==> config.mk <==
export PLATFORM = sky130hd
export DESIGN_NAME = parity_erasure_fixer
export DESIGN_NICKNAME = d
export VERILOG_FILES = /design/src/rtl/parity_erasure_fixer.sv
export SDC_FILE = /design/constraint.sdc
export NUM_CORES = 1
export LEC_CHECK = 0
export ABC_AREA = 1
export BUFFER_PORTS_ARGS = -buffer_cell sky130_fd_sc_hd__clkbuf_2
export CAP_MARGIN = 20
export CORE_ASPECT_RATIO = 1.4
export CORE_MARGIN = 4
export CORE_UTILIZATION = 40
export DETAILED_ROUTE_END_ITERATION = 6
export PLACE_DENSITY = 0.74
export SLEW_MARGIN = 20
export SYNTH_ARGS = -nofsm -noshare
export SYNTH_HDL_FRONTEND = slang
export SYNTH_SLANG_ARGS = --single-unit
export TNS_END_PERCENT = 1
==> constraint.sdc <==
create_clock -name clk -period 0.9 [get_ports clk]
set_input_delay 0.135 -clock clk [delete_from_list [all_inputs] [get_ports clk]]
set_output_delay 0.135 -clock clk [all_outputs]
set_load 0.01 [all_outputs]
==> src/rtl/parity_erasure_fixer.sv <==
module parity_erasure_fixer #(
  parameter int DW      = 8,
  parameter bit OUT_REG = 1'b1
) (
  input  logic          clk,
  input  logic          rst_n,
  input  logic [DW-1:0] wr_data,
  output logic [DW:0]   wr_word,
  input  logic [DW:0]   rd_word,
  input  logic [DW:0]   erase_vec,
  output logic [DW-1:0] rd_data,
  output logic          rd_bad
);
  localparam int SW = DW + 1;

  logic          multi;
  logic          fill;
  logic [DW-1:0] mended;
  logic [DW-1:0] data_c;

  assign wr_word = {~^wr_data, wr_data};

  assign multi = |(erase_vec & (erase_vec - SW'(1)));
  assign fill  = ~^(rd_word & ~erase_vec);

  for (genvar i = 0; i < DW; i++) begin : g_col
    assign mended[i] = erase_vec[i] ? fill : rd_word[i];
  end

  assign data_c = multi ? rd_word[DW-1:0] : mended;

  a_r1_odd_store: assert property (@(posedge clk) disable iff (!rst_n)
    ^wr_word == 1'b1);

  if (OUT_REG) begin : g_reg
    always_ff @(posedge clk or negedge rst_n) begin
      if (!rst_n) begin
        rd_data <= '0;
        rd_bad  <= 1'b0;
      end else begin
        rd_data <= data_c;
        rd_bad  <= multi;
      end
    end

    a_r2_clean_pass: assert property (@(posedge clk) disable iff (!rst_n)
      erase_vec == '0 |=> rd_data == $past(rd_word[DW-1:0]) && !rd_bad);
    a_r3_single_odd: assert property (@(posedge clk) disable iff (!rst_n)
      ($countones(erase_vec) == 1 && !erase_vec[DW])
        |=> !rd_bad && ((^rd_data) ^ $past(rd_word[DW])) == 1'b1);
    a_r4_check_col: assert property (@(posedge clk) disable iff (!rst_n)
      erase_vec == SW'(1) << DW |=> rd_data == $past(rd_word[DW-1:0]) && !rd_bad);
    a_r5_multi_raw: assert property (@(posedge clk) disable iff (!rst_n)
      $countones(erase_vec) > 1 |=> rd_bad && rd_data == $past(rd_word[DW-1:0]));
    a_r5_bad_only_multi: assert property (@(posedge clk) disable iff (!rst_n)
      $onehot0(erase_vec) |=> !rd_bad);
  end else begin : g_comb
    assign rd_data = data_c;
    assign rd_bad  = multi;
  end
endmodule

# ---- Word-level counts from Yosys, hierarchy flattened
# Cells that the tools add are included.
dict set report op_classes {
  addsub 1
  div 0
  eq_ne 0
  multipliers 0
  shifts 0
  mux 9
  n_bitwise 3
  n_reduce_logical 3
  magnitude_cmp 0
}
# op count
set ops {}
lappend ops {{$and A9 B9 Y9} 2}
lappend ops {{$not A9 Y9} 1}
lappend ops {{$reduce_or A9 Y1} 1}
lappend ops {{$reduce_xnor A9 Y1} 1}
lappend ops {{$sub A9 B1 Y9 const B} 1}
lappend ops {{$mux W1} 8}
lappend ops {{$mux W8} 1}
lappend ops {{$reduce_xnor A8 Y1} 1}
dict set report totals {
  out_inout_bits 18
  in_bits 28
  mem_bits_ro 0
  register_bits 9
  ram_bits 0
  latch_bits 0
  n_memories 0
}

# ---- Longest topological paths before layout
dict set report logic_depth {
  word_depth 5
  depth_mapped 11
  ltp_nobuf 11
}

# ---- Worst setup path before layout
# No wires, ideal clock.
dict set report synth_timing {
  path_type {in2reg}
  start {input erase_vec[0]}
  end {register rd_data[0]}
  t_required_ps 784
  setup_time_ps 116
  arrival_ps 920
  cell_stages 8
  setup_slack_ps -136
  cell_sequence {nor2_2 > nand2_1 > nor2_1 > nor2_1 > nor2_4 > nand3_1 > nor2_1 > nor2_1}
}
dict set report synth_between {
  elab_chain_len 5
  word_cells_on_any_way 8
  classes_between {1 x add/sub; 2 x mux; 3 x bitwise; 2 x reduce/logical}
}
# element line
set synth_rtl {}
lappend synth_rtl {{start, declared} 10} ;# input logic [DW:0] erase_vec,
lappend synth_rtl {{parallel branches: the longest is 4 deep, another holds $sub A9 B1 Y9} n/a}
lappend synth_rtl {{$mux W8 (*)} 30} ;# assign data_c = multi ? rd_word[DW-1:0] : mended;
lappend synth_rtl {{via data_c[0]} 19} ;# logic [DW-1:0] data_c;
lappend synth_rtl {{end signal, assigned} 41} ;# rd_data <= data_c;
lappend synth_rtl {{end, declared} 11} ;# output logic [DW-1:0] rd_data,
# Mark *: on every way through the listed nets, which the timed path passes.

# ---- Final worst setup path
dict set report layout_timing {
  start {input erase_vec[0]}
  end {register rd_data[4]}
}
# The elaborated chain is that of the path after synthesis.

==> results.sh <==
export IMPL_setup_viol=9
export IMPL_final_common_cell="clkbuf_2"
export IMPL_worst_path_largest_cell_delay_ns=0.18
export IMPL_syn_area_per_cell_um2=5.91
export IMPL_die_area_um2=2920
export IMPL_status="finished, violations left"
export IMPL_maxSlewViolCount=0
export IMPL_cp_startpoint="erase_vec[0]"
export IMPL_cts_buffer_depth=2
export IMPL_grt_usage=0.156
export IMPL_fin_area_um2=1300
export IMPL_power_leakage_nw=0.757
export IMPL_fp_dieW_um=46.8
export IMPL_critPathMaxFanout=5
export IMPL_synth_nets=171
export IMPL_dpl_cell_count=216
export IMPL_syn_inst=143
export IMPL_violations="setup timing"
export IMPL_grt_max_degree=10
export IMPL_period_needed_ns=1.07
export IMPL_cts_tree="built"
export IMPL_initial_utilization=0.423
export IMPL_path_cells="buf_12, nor2_4, nor2_2, nor2_2, nand3_4, nor2_4, nand3_2, nor2_2, nor2_2"
export IMPL_p_seq_frac=0.343
export IMPL_hold_class="in -> reg"
export IMPL_synth_top_family_by_area="simple AND/OR/NAND/NOR gates"
export IMPL_power_density_nw_per_um2=962
export IMPL_period_share=1.19
export IMPL_rows=19
export IMPL_drive_above_1_share=0.431
export IMPL_vias=1039
export IMPL_dr_pass1_iters=4
export IMPL_remaining_drc_errors=0
export IMPL_drtAntennaViolNets=0
export IMPL_cp_start_kind="input pin"
export IMPL_grt_pass1_wl_um=3580
export IMPL_synth_distinct_cells=14
export IMPL_combinationalPowerShare=0.425
export IMPL_h_tree_depth=1
export IMPL_final_cell_mix="clkbuf_2, nand2_1, inv_1"
export IMPL_via_per_inst=4.66
export IMPL_maxSlewHeadroom=0.834
export IMPL_p_int_w=0.000835
export IMPL_synth_xor_area_frac=0.0726
export IMPL_wire_per_inst_um=10.2
export IMPL_setup_ws_ns=-0.170
export IMPL_gp_congestion=0.758
export IMPL_coreArea_um2=2000
export IMPL_cp_top_family="simple AND/OR/NAND/NOR gates"
export IMPL_drv_cap=0
export IMPL_clock_power_share=0.232
export IMPL_critPathCapture="rd_data[4]"
export IMPL_syn_to_final_growth_pct=54.1
export IMPL_detailed_place_hpwl_um=1780
export IMPL_synthesis_area_um2=845
export IMPL_cts_sinks=9
export IMPL_grt_antenna_before_repair=0
export IMPL_synth_compound_area_frac=0.0267
export IMPL_synthMuxAreaShare=0
export IMPL_worst_path_stages=9
export IMPL_synth_warnings=0
export IMPL_pin_count=46
export IMPL_grt_pass1_vias=985
export IMPL_cts_root_buf="clkbuf_4"
export IMPL_fp_dieH_um=62.4
export IMPL_ys_ff_latch=9
export IMPL_rsz0062_at_grt="yes"
export IMPL_swShare=0.333
export IMPL_yosys_area_share_simple=0.439
export IMPL_drt_wl_total_um=2290
export IMPL_drt_initial_drc_count=19
export IMPL_io_buffers=45
export IMPL_insertedDiodeCount=0
export IMPL_cp_slowest_cell="nor2_4"
export IMPL_stdcell_count=223
export IMPL_postLayoutCoreUtil=0.652
export IMPL_arrival_ns=1.21
export IMPL_numCtsBuffers=3
export IMPL_post_dp_cell_area_um2=1150
export IMPL_power_switching_w=0.000417
export IMPL_layout_nets=231
export IMPL_place_ws_ns=-0.459
export IMPL_tightest_slew_ns=0.249
export IMPL_clk_pin_slew_worst_paths_ns=0.05
export IMPL_hold_viol_final=0
export IMPL_crit_type="in -> reg"
export IMPL_synth_fa_ha_area_frac=0
export IMPL_fmax_ghz=0.935
export IMPL_overflow=0
export IMPL_crit_top_cell="nor2_2"
export IMPL_synth_seq_area_share=0.267
export IMPL_worst_endpoint_required_ns=1.04
export IMPL_path_buf_inv=1
export IMPL_hold_path_depth=5
export IMPL_max_vdd_ir_drop_mv=0.400
export IMPL_critPathCaptureType="flip-flop"
[cell usage after synthesis (all sizes together)]
library cell | instances | area share
nand2 | 40 | 0.18
o21ai | 2 | 0.012
nand3 | 18 | 0.11
buf | 8 | 0.071
dfrtp | 9 | 0.27
o22ai | 1 | 0.015
xnor2 | 5 | 0.052
nor2 | 29 | 0.14
xor2 | 2 | 0.021
inv | 28 | 0.12
nand4 | 1 | 0.0074
[how the worst min path moves through the flow]
stage / slack, ns / startpoint / end
after floorplan: -0.16 / rst_n / rd_bad
after global placement: -0.008 / rst_n / rd_data[2]
after detailed placement: -0.003 / rst_n / rd_data[2]
after CTS: 0.18 / rd_word[2] / rd_data[2]
after global routing: 0.22 / rd_word[3] / rd_data[3]
final: 0.20 / rd_word[2] / rd_data[2]
[cell type report]
class / instances / area [µm²]
Timing Repair Buffer: 62 / 380
Inverter: 28 / 105
Clock buffer: 4 / 26.3
Multi-Input combinational cell: 99 / 538
Sequential cell: 9 / 225
Fill cell: 179 / 696
Tap cell: 21 / 26.3
[flip-flops by register name, indices dropped and copies added (netlist names)]
signal	flops
rd_data	8
rd_bad	1
[per-layer routing]
layer	vias to the layer above	wire length [µm]	global-route usage
met2	40	1240	0.279
met1	454	852	0.166
li1	539	-	-
met4	0	61	0.0796
met5	-	0	0
met3	6	131	0.0144
[cells by family (layout without fill, tap and decap cells)]
| logic type | count (synthesis) | after routing |
|---|---|---|
| DFF | 9 | 9 |
| buffers and inverters | 36 | 94 |
| and+or+nand+nor | 88 | 89 |
| AOI/OAI and AO/OA | 3 | 3 |
| xor gates and xnor gates | 7 | 7 |
[power groups by stage]
stage          sequential (W)  clock (W)  combinational [W]
4_1_cts              0.000430   0.000308           0.000490
6_report             0.000430   0.000290           0.000532
5_1_grt              0.000431   0.000317           0.000592
3_5_place_dp         0.000437          0           0.000470
3_3_place_gp         0.000436          0           0.000459
2_1_floorplan        0.000448          0           0.000254
[stage by stage]
| step | total power (W) | TNS, ns | hold slack [ns] |
|---|---|---|---|
| finish | 0.00125 | -1.07 | 0.198 |
| global route | 0.00134 | -1.83 | 0.220 |
| CTS | 0.00123 | -0.926 | 0.183 |
| detailed placement | 0.000907 | -3.93 | -0.00347 |
| global placement | 0.000895 | -3.12 | -0.00822 |
| floorplan | 0.000702 | -1.09 | -0.161 |
[repair_timing]
| item | CTS | global route |
|---|---|---|
| gates cloned | 1 | 0 |
| gates resized for setup | 6 | 28 |
| endpoints found under the setup margin | 9 | 13 |
| hold buffers | 1 | 0 |
| setup buffers | 0 | 1 |
| hold endpoints to repair | 9 | 0 |
| pin swaps | 7 | 12 |
(Power assumes the default switching activity.)
